File: config.mk
export PLATFORM = sky130hd
export DESIGN_NAME = stripPadMatcher
export DESIGN_NICKNAME = d
export VERILOG_FILES = /design/src/rtl/spm_pkg.sv /design/src/rtl/spmCtrl.sv /design/src/rtl/spmPath.sv /design/src/rtl/stripPadMatcher.sv
export SDC_FILE = /design/constraint.sdc
export NUM_CORES = 2
export LEC_CHECK = 0
export ABC_AREA = 1
export CAP_MARGIN = 30
export CORE_ASPECT_RATIO = 1.5
export CORE_UTILIZATION = 55
export CTS_BUF_LIST = sky130_fd_sc_hd__clkbuf_4 sky130_fd_sc_hd__clkbuf_8
export DETAILED_ROUTE_END_ITERATION = 8
export PLACE_DENSITY = 0.75
export SYNTH_ARGS = -nofsm -noshare
export SYNTH_HDL_FRONTEND = slang
export SYNTH_SLANG_ARGS = --single-unit
File: constraint.sdc
create_clock -name clk -period 3.6 [get_ports clk]
set_input_delay 0.9 -clock clk [delete_from_list [all_inputs] [get_ports clk]]
set_output_delay 0.9 -clock clk [all_outputs]
set_load 0.02 [all_outputs]
File: src/rtl/spm_pkg.sv
package spm_pkg;
  localparam int NUM_ROLLS       = 3;
  localparam int STRIPS_PER_ROLL = 32;
  localparam int STRIPS_PER_PAD  = 8;
  localparam int WG_W            = 7;
  localparam int HS_W            = 8;
  localparam int CH_W            = 6;
  localparam int DLY_W           = 4;

  // Roll limits, in tenths of a wire-group
  localparam int R2_BOT_LIMIT = 280;
  localparam int R2_MID_LIMIT = 452;
  localparam int R3_BOT_LIMIT = 105;
  localparam int R3_MID_LIMIT = 245;

  // Half-strips per pad for each ring
  localparam int R2_PAD_SPAN = 40;
  localparam int R3_PAD_SPAN = 32;

  typedef enum logic [1:0] {
    ROLL_TOP = 2'd0,
    ROLL_MID = 2'd1,
    ROLL_BOT = 2'd2
  } rollIdx_t;

  typedef struct packed {
    logic capture;
    logic clearMatch;
    logic ringIs3;
    logic mirror;
    logic widen;
  } spmStrobe_t;
endpackage

File: src/rtl/spmCtrl.sv
module spmCtrl
  import spm_pkg::*;
#(
  parameter int CHW = CH_W
) (
  input  logic             primValid,
  input  logic             ringSel,
  input  logic [CHW-1:0]   chamberNum,
  input  logic             windowEn,
  output spmStrobe_t       strobes
);
  logic evenChamber;

  assign evenChamber = ~chamberNum[0];

  always_comb begin
    strobes            = '0;
    strobes.capture    = primValid;
    strobes.clearMatch = ~primValid;
    strobes.ringIs3    = ringSel;
    strobes.mirror     = ~ringSel & evenChamber;
    strobes.widen      = windowEn;
  end
endmodule

File: src/rtl/spmPath.sv
module spmPath
  import spm_pkg::*;
#(
  parameter int ROLLS   = NUM_ROLLS,
  parameter int SPR     = STRIPS_PER_ROLL,
  parameter int SPP     = STRIPS_PER_PAD,
  parameter int WGW     = WG_W,
  parameter int HSW     = HS_W,
  parameter int DLYW    = DLY_W,
  localparam int PADS   = SPR / SPP,
  localparam int FRAMEW = ROLLS * SPR,
  localparam int DEPTH  = (1 << DLYW) - 1,
  localparam int TW     = WGW + 4,
  localparam int PADW   = $clog2(PADS),
  localparam int ROLLW  = $clog2(ROLLS)
) (
  input  logic              clk,
  input  logic              rstN,
  input  spmStrobe_t        strobes,
  input  logic [WGW-1:0]    keyWg,
  input  logic [HSW-1:0]    keyHs,
  input  logic [FRAMEW-1:0] stripFrame,
  input  logic [DLYW-1:0]   delaySel,
  output logic              matchOut,
  output logic [ROLLW-1:0]  rollOut,
  output logic [PADW-1:0]   padOut
);
  // Delay line: stage k holds the frame from k+1 edges ago
  logic [FRAMEW-1:0] stage [DEPTH];
  logic [FRAMEW-1:0] alignedFrame;

  always_ff @(posedge clk) begin
    if (!rstN) stage[0] <= '0;
    else       stage[0] <= stripFrame;
  end

  for (genvar k = 1; k < DEPTH; k++) begin : g_delay
    always_ff @(posedge clk) begin
      if (!rstN) stage[k] <= '0;
      else       stage[k] <= stage[k-1];
    end
  end

  always_comb begin
    if (delaySel == '0) alignedFrame = stripFrame;
    else                alignedFrame = stage[delaySel - DLYW'(1)];
  end

  // Pad OR over each group of adjacent strips
  logic [ROLLS*PADS-1:0] padBits;

  for (genvar r = 0; r < ROLLS; r++) begin : g_roll
    for (genvar p = 0; p < PADS; p++) begin : g_pad
      assign padBits[r*PADS + p] = |alignedFrame[r*SPR + p*SPP +: SPP];
    end
  end

  // Radial geometry: roll from fixed-point thresholds
  logic [TW-1:0]    wgTenths;
  logic [TW-1:0]    botLimit, midLimit;
  logic [ROLLW-1:0] rollCalc;

  assign wgTenths = TW'(keyWg) * TW'(10);
  assign botLimit = strobes.ringIs3 ? TW'(R3_BOT_LIMIT) : TW'(R2_BOT_LIMIT);
  assign midLimit = strobes.ringIs3 ? TW'(R3_MID_LIMIT) : TW'(R2_MID_LIMIT);

  always_comb begin
    if (wgTenths < botLimit)      rollCalc = ROLLW'(ROLL_BOT);
    else if (wgTenths < midLimit) rollCalc = ROLLW'(ROLL_MID);
    else                          rollCalc = ROLLW'(ROLL_TOP);
  end

  // Lateral geometry: pad from half-strip, clamp, mirror
  logic [HSW-1:0]  hsQuot;
  logic [PADW-1:0] padRaw, padCalc;

  assign hsQuot = strobes.ringIs3 ? (keyHs / HSW'(R3_PAD_SPAN))
                                  : (keyHs / HSW'(R2_PAD_SPAN));
  assign padRaw  = (hsQuot > HSW'(PADS - 1)) ? PADW'(PADS - 1) : hsQuot[PADW-1:0];
  assign padCalc = strobes.mirror ? (PADW'(PADS - 1) - padRaw) : padRaw;

  // Coincidence with optional neighbour window
  logic centreHit, lowHit, highHit, hitCalc;
  int   baseIdx;

  always_comb begin
    baseIdx   = int'(rollCalc) * PADS;
    centreHit = padBits[baseIdx + int'(padCalc)];
    lowHit    = 1'b0;
    highHit   = 1'b0;
    if (padCalc != '0)
      lowHit  = padBits[baseIdx + int'(padCalc) - 1];
    if (padCalc != PADW'(PADS - 1))
      highHit = padBits[baseIdx + int'(padCalc) + 1];
    hitCalc = centreHit | (strobes.widen & (lowHit | highHit));
  end

  always_ff @(posedge clk) begin
    if (!rstN) begin
      matchOut <= 1'b0;
      rollOut  <= '0;
      padOut   <= '0;
    end else if (strobes.capture) begin
      matchOut <= hitCalc;
      rollOut  <= rollCalc;
      padOut   <= padCalc;
    end else if (strobes.clearMatch) begin
      matchOut <= 1'b0;
    end
  end
endmodule

File: src/rtl/stripPadMatcher.sv
module stripPadMatcher
  import spm_pkg::*;
#(
  parameter int ROLLS   = NUM_ROLLS,
  parameter int SPR     = STRIPS_PER_ROLL,
  parameter int SPP     = STRIPS_PER_PAD,
  parameter int WGW     = WG_W,
  parameter int HSW     = HS_W,
  parameter int CHW     = CH_W,
  parameter int DLYW    = DLY_W,
  localparam int FRAMEW = ROLLS * SPR,
  localparam int PADW   = $clog2(SPR / SPP),
  localparam int ROLLW  = $clog2(ROLLS)
) (
  input  logic              clk,
  input  logic              rstN,
  input  logic              primValid,
  input  logic [WGW-1:0]    keyWg,
  input  logic [HSW-1:0]    keyHs,
  input  logic [CHW-1:0]    chamberNum,
  input  logic              ringSel,
  input  logic [FRAMEW-1:0] stripFrame,
  input  logic [DLYW-1:0]   delaySel,
  input  logic              windowEn,
  output logic              matchOut,
  output logic [ROLLW-1:0]  rollOut,
  output logic [PADW-1:0]   padOut
);
  spmStrobe_t strobes;

  spmCtrl #(.CHW(CHW)) u_ctrl (
    .primValid (primValid),
    .ringSel   (ringSel),
    .chamberNum(chamberNum),
    .windowEn  (windowEn),
    .strobes   (strobes)
  );

  spmPath #(
    .ROLLS(ROLLS), .SPR(SPR), .SPP(SPP),
    .WGW(WGW), .HSW(HSW), .DLYW(DLYW)
  ) u_path (
    .clk       (clk),
    .rstN      (rstN),
    .strobes   (strobes),
    .keyWg     (keyWg),
    .keyHs     (keyHs),
    .stripFrame(stripFrame),
    .delaySel  (delaySel),
    .matchOut  (matchOut),
    .rollOut   (rollOut),
    .padOut    (padOut)
  );
endmodule

==> results.ini <==
[layout]
design_area_um2=57700
syn2layout_area_growth_pct=13.9
nets=7084
drive_above_1_share_pct=7.52
postLayoutCoreUtil_pct=63.2

[worst_setup_path]
crit_family=adder cells
worstSetupStartpointType=input port
critPathRequiredTime_ps=4370
slowest_delay_ps=500
crit_arrival_ps=4200
crit_chain=clkdlybuf4s50_1 > ha_1 > ha_2 > inv_1 > fa_2 > o31ai_4 > xnor2_1 > inv_1 > ha_4 > nand3_2 > nand3b_1 > nand2_2 > nor2_4 > buf_4 > nand2_1 > nand2_1 > inv_1 > nand3_1 > nand2_1 > nand3_1 > nand2_1 > nand2_1 > a21oi_2
worst-path-buf-inv=5
critPathSlowestCell=clkdlybuf4s50_1
crit_top_cell=nand2_1
crit_type=input port to flip-flop
crit_path_max_fanout=4
end_kind=flip-flop

[logic_synthesis]
syn-num-nets=6882
synth_cell_types=44
ys_seq_area_share_pct=57.1
synth_area_um2=50700
yosys_warnings=0
synth_area_per_cell_um2=7.52
synth_flop_cell=dfxtp_1
synth-seq-cells=1445
synth_edf_count=0
synthArstFlopShare_pct=0
synth_cells=6737

[placement]
io_buffer_count=122
gp_congestion=0.858
place_area_um2=53700
dp_hpwl_um=60900

[timing]
fin_crit_ps=3430
setup_viol=0
finalHoldViolCount=0
slew_headroom_pct=61.3
min_period_over_period_pct=95.4
slew_viol_final=0
totalNegativeSetupSlack_ps=0
clock_skew_ps=24.7
fmax_mhz=291
worstMarginPinSlew_ps=580

[cts]
cts_max_path_buffers=3
htreeDepth=4
postCtsSetupBuffers=0
tritoncts=done
root_buffer=clkbuf_8
clock_latency_ps=830
clk_pin_slew_worst_paths_ps=70
cts_buffers=187
cts.sinks=1445

[die]
coreArea_um2=91400
die_w_um=250
rows=136
start_util_pct=55.4
die_y_um=374
pin_count=131
die_area_um2=93400

[route]
vias=36700
drc=0
final_antenna_net_count=0
initialDrtViolationCount=2060
vias_per_cell=4.45
wl_per_cell_um=11.0
first_pass_iters=5
wl_um=91100

[global_routing]
gr-usage-all-layers_pct=19.8
gr-total-overflow=0
grt_max_degree=144
grt_pass1_wl_um=153000
antenna_found_initial=1
first_global_vias=34000

[pwr]
p_leak_nw=35.1
ir_drop_v=0.000482
p_per_area_nw_per_um2=537
finalPower_mw=31.0

[run_status]
outcome=finished clean

[job]
drv_cap=0

[worst_hold_path]
hp-class=flip-flop to flip-flop

synthesized netlist by cell type (36+ instances only):
| library cell | count | share of area, % |
|---|---|---|
| buf_2 | 43 | 0.42 |
| nand3_1 | 191 | 1.9 |
| inv_1 | 1586 | 12 |
| dfxtp_1 | 1445 | 57 |
| o21ai_0 | 174 | 1.7 |
| nor2_1 | 652 | 4.8 |
| nand4_1 | 36 | 0.44 |
| clkbuf_1 | 169 | 1.3 |
| a21oi_1 | 57 | 0.56 |
| nand2_1 | 2012 | 15 |
| nor3_1 | 138 | 1.4 |
final timing paths:
path | start | end | slack (ps) | depth (start not counted)
max | keyWg[2] | u_path.matchOut | 170 | 23
min | u_path.stage[10][43] | u_path.stage[11][43] | 410 | 2
max reg2reg | u_path.stage[12][91] | u_path.matchOut | 1350 | 16
min reg2reg | u_path.stage[10][43] | u_path.stage[11][43] | 410 | 2
area by class of cell:
cell class                      count  area, um2
Fill cell                        7549      33700
Sequential cell                  1445      28900
Antenna cell                        3       7.51
Tap cell                         1173       1470
Multi-Input combinational cell   3433      14400
Clock inverter                     28        260
Timing Repair Buffer              281       2890
Clock buffer                      300       3740
Inverter                         1591       5980
worst min-delay path, cell delays in order, from the launching register on:
cell and delay [ps]:
dfxtp_1 300, nand2_1 60, inv_1 30
metrics by stage:
step	cells	worst slack, ps	hold WS [ps]
6_report	8254	166	410
5_1_grt	8254	-30.7	430
3_3_place_gp	7923	-619	410
3_5_place_dp	7923	-694	416
2_1_floorplan	6737	15.4	404
4_1_cts	8251	222	404
metal layers:
metal	vias up	part of all wire, %	global-route usage (%)
met4	0	2.2	6.58
li1	19800	-	-
met1	16200	46	24.5
met3	176	3.8	3.75
met2	575	48	34.4
met5	-	0	0
layout by cell type (no fill, tap or decap), types with 3 or more instances in the layout:
master,netlist,final
inv_1,1586,1586
and3_1,6,6
o211ai_1,18,18
or2_2,15,15
or2_0,4,4
o21ai_0,174,174
or2_1,10,10
o22ai_1,5,5
nand2_2,2,4
dfxtp_1,1445,1445
clkbuf_4,0,62
o21ai_1,29,29
nor3_1,138,138
nand3b_1,24,24
nand4_1,36,36
clkdlybuf4s50_1,0,118
nand3_2,4,6
nor4_1,14,14
buf_4,25,122
ha_1,18,15
nand2_1,2012,2010
bufinv_16,0,4
nor2_1,652,652
nand3_1,191,189
clkinvlp_4,0,4
inv_2,3,3
buf_12,0,37
diode_2,0,3
clkbuf_8,0,238
a21oi_1,57,57
clkinv_2,0,18
cell families after synthesis:
logic type | Yosys count | share of synthesized area (%)
flops | 1445 | 57.1
fa+ha+maj | 19 | 0.484
xor+xnor | 7 | 0.232
buf+inv | 1859 | 14.5
simple gates | 3111 | 24.6
compound gates | 296 | 3.09
where the power goes:
group	internal (mW)	total, mW	switching [mW]	leakage, nW
Combinational	0.933	2.38	1.45	21.2
Sequential	16.2	16.3	0.0874	11.7
Clock	6.84	12.4	5.51	2.13
Total	23.9	31.0	7.05	35.1
timing repair:
item                                    4_1_cts  5_1_grt
hold buffers                                  0        0
resized for setup                             0       10
endpoints found under the setup margin        0        1
registers in the layout, summed over array words and instances (netlist names):
register / flops
u_path.matchOut: 1
u_path.rollOut: 2
u_path.padOut: 2
u_path.stage: 1440
Note: power is estimated with default switching activity, not from simulation.
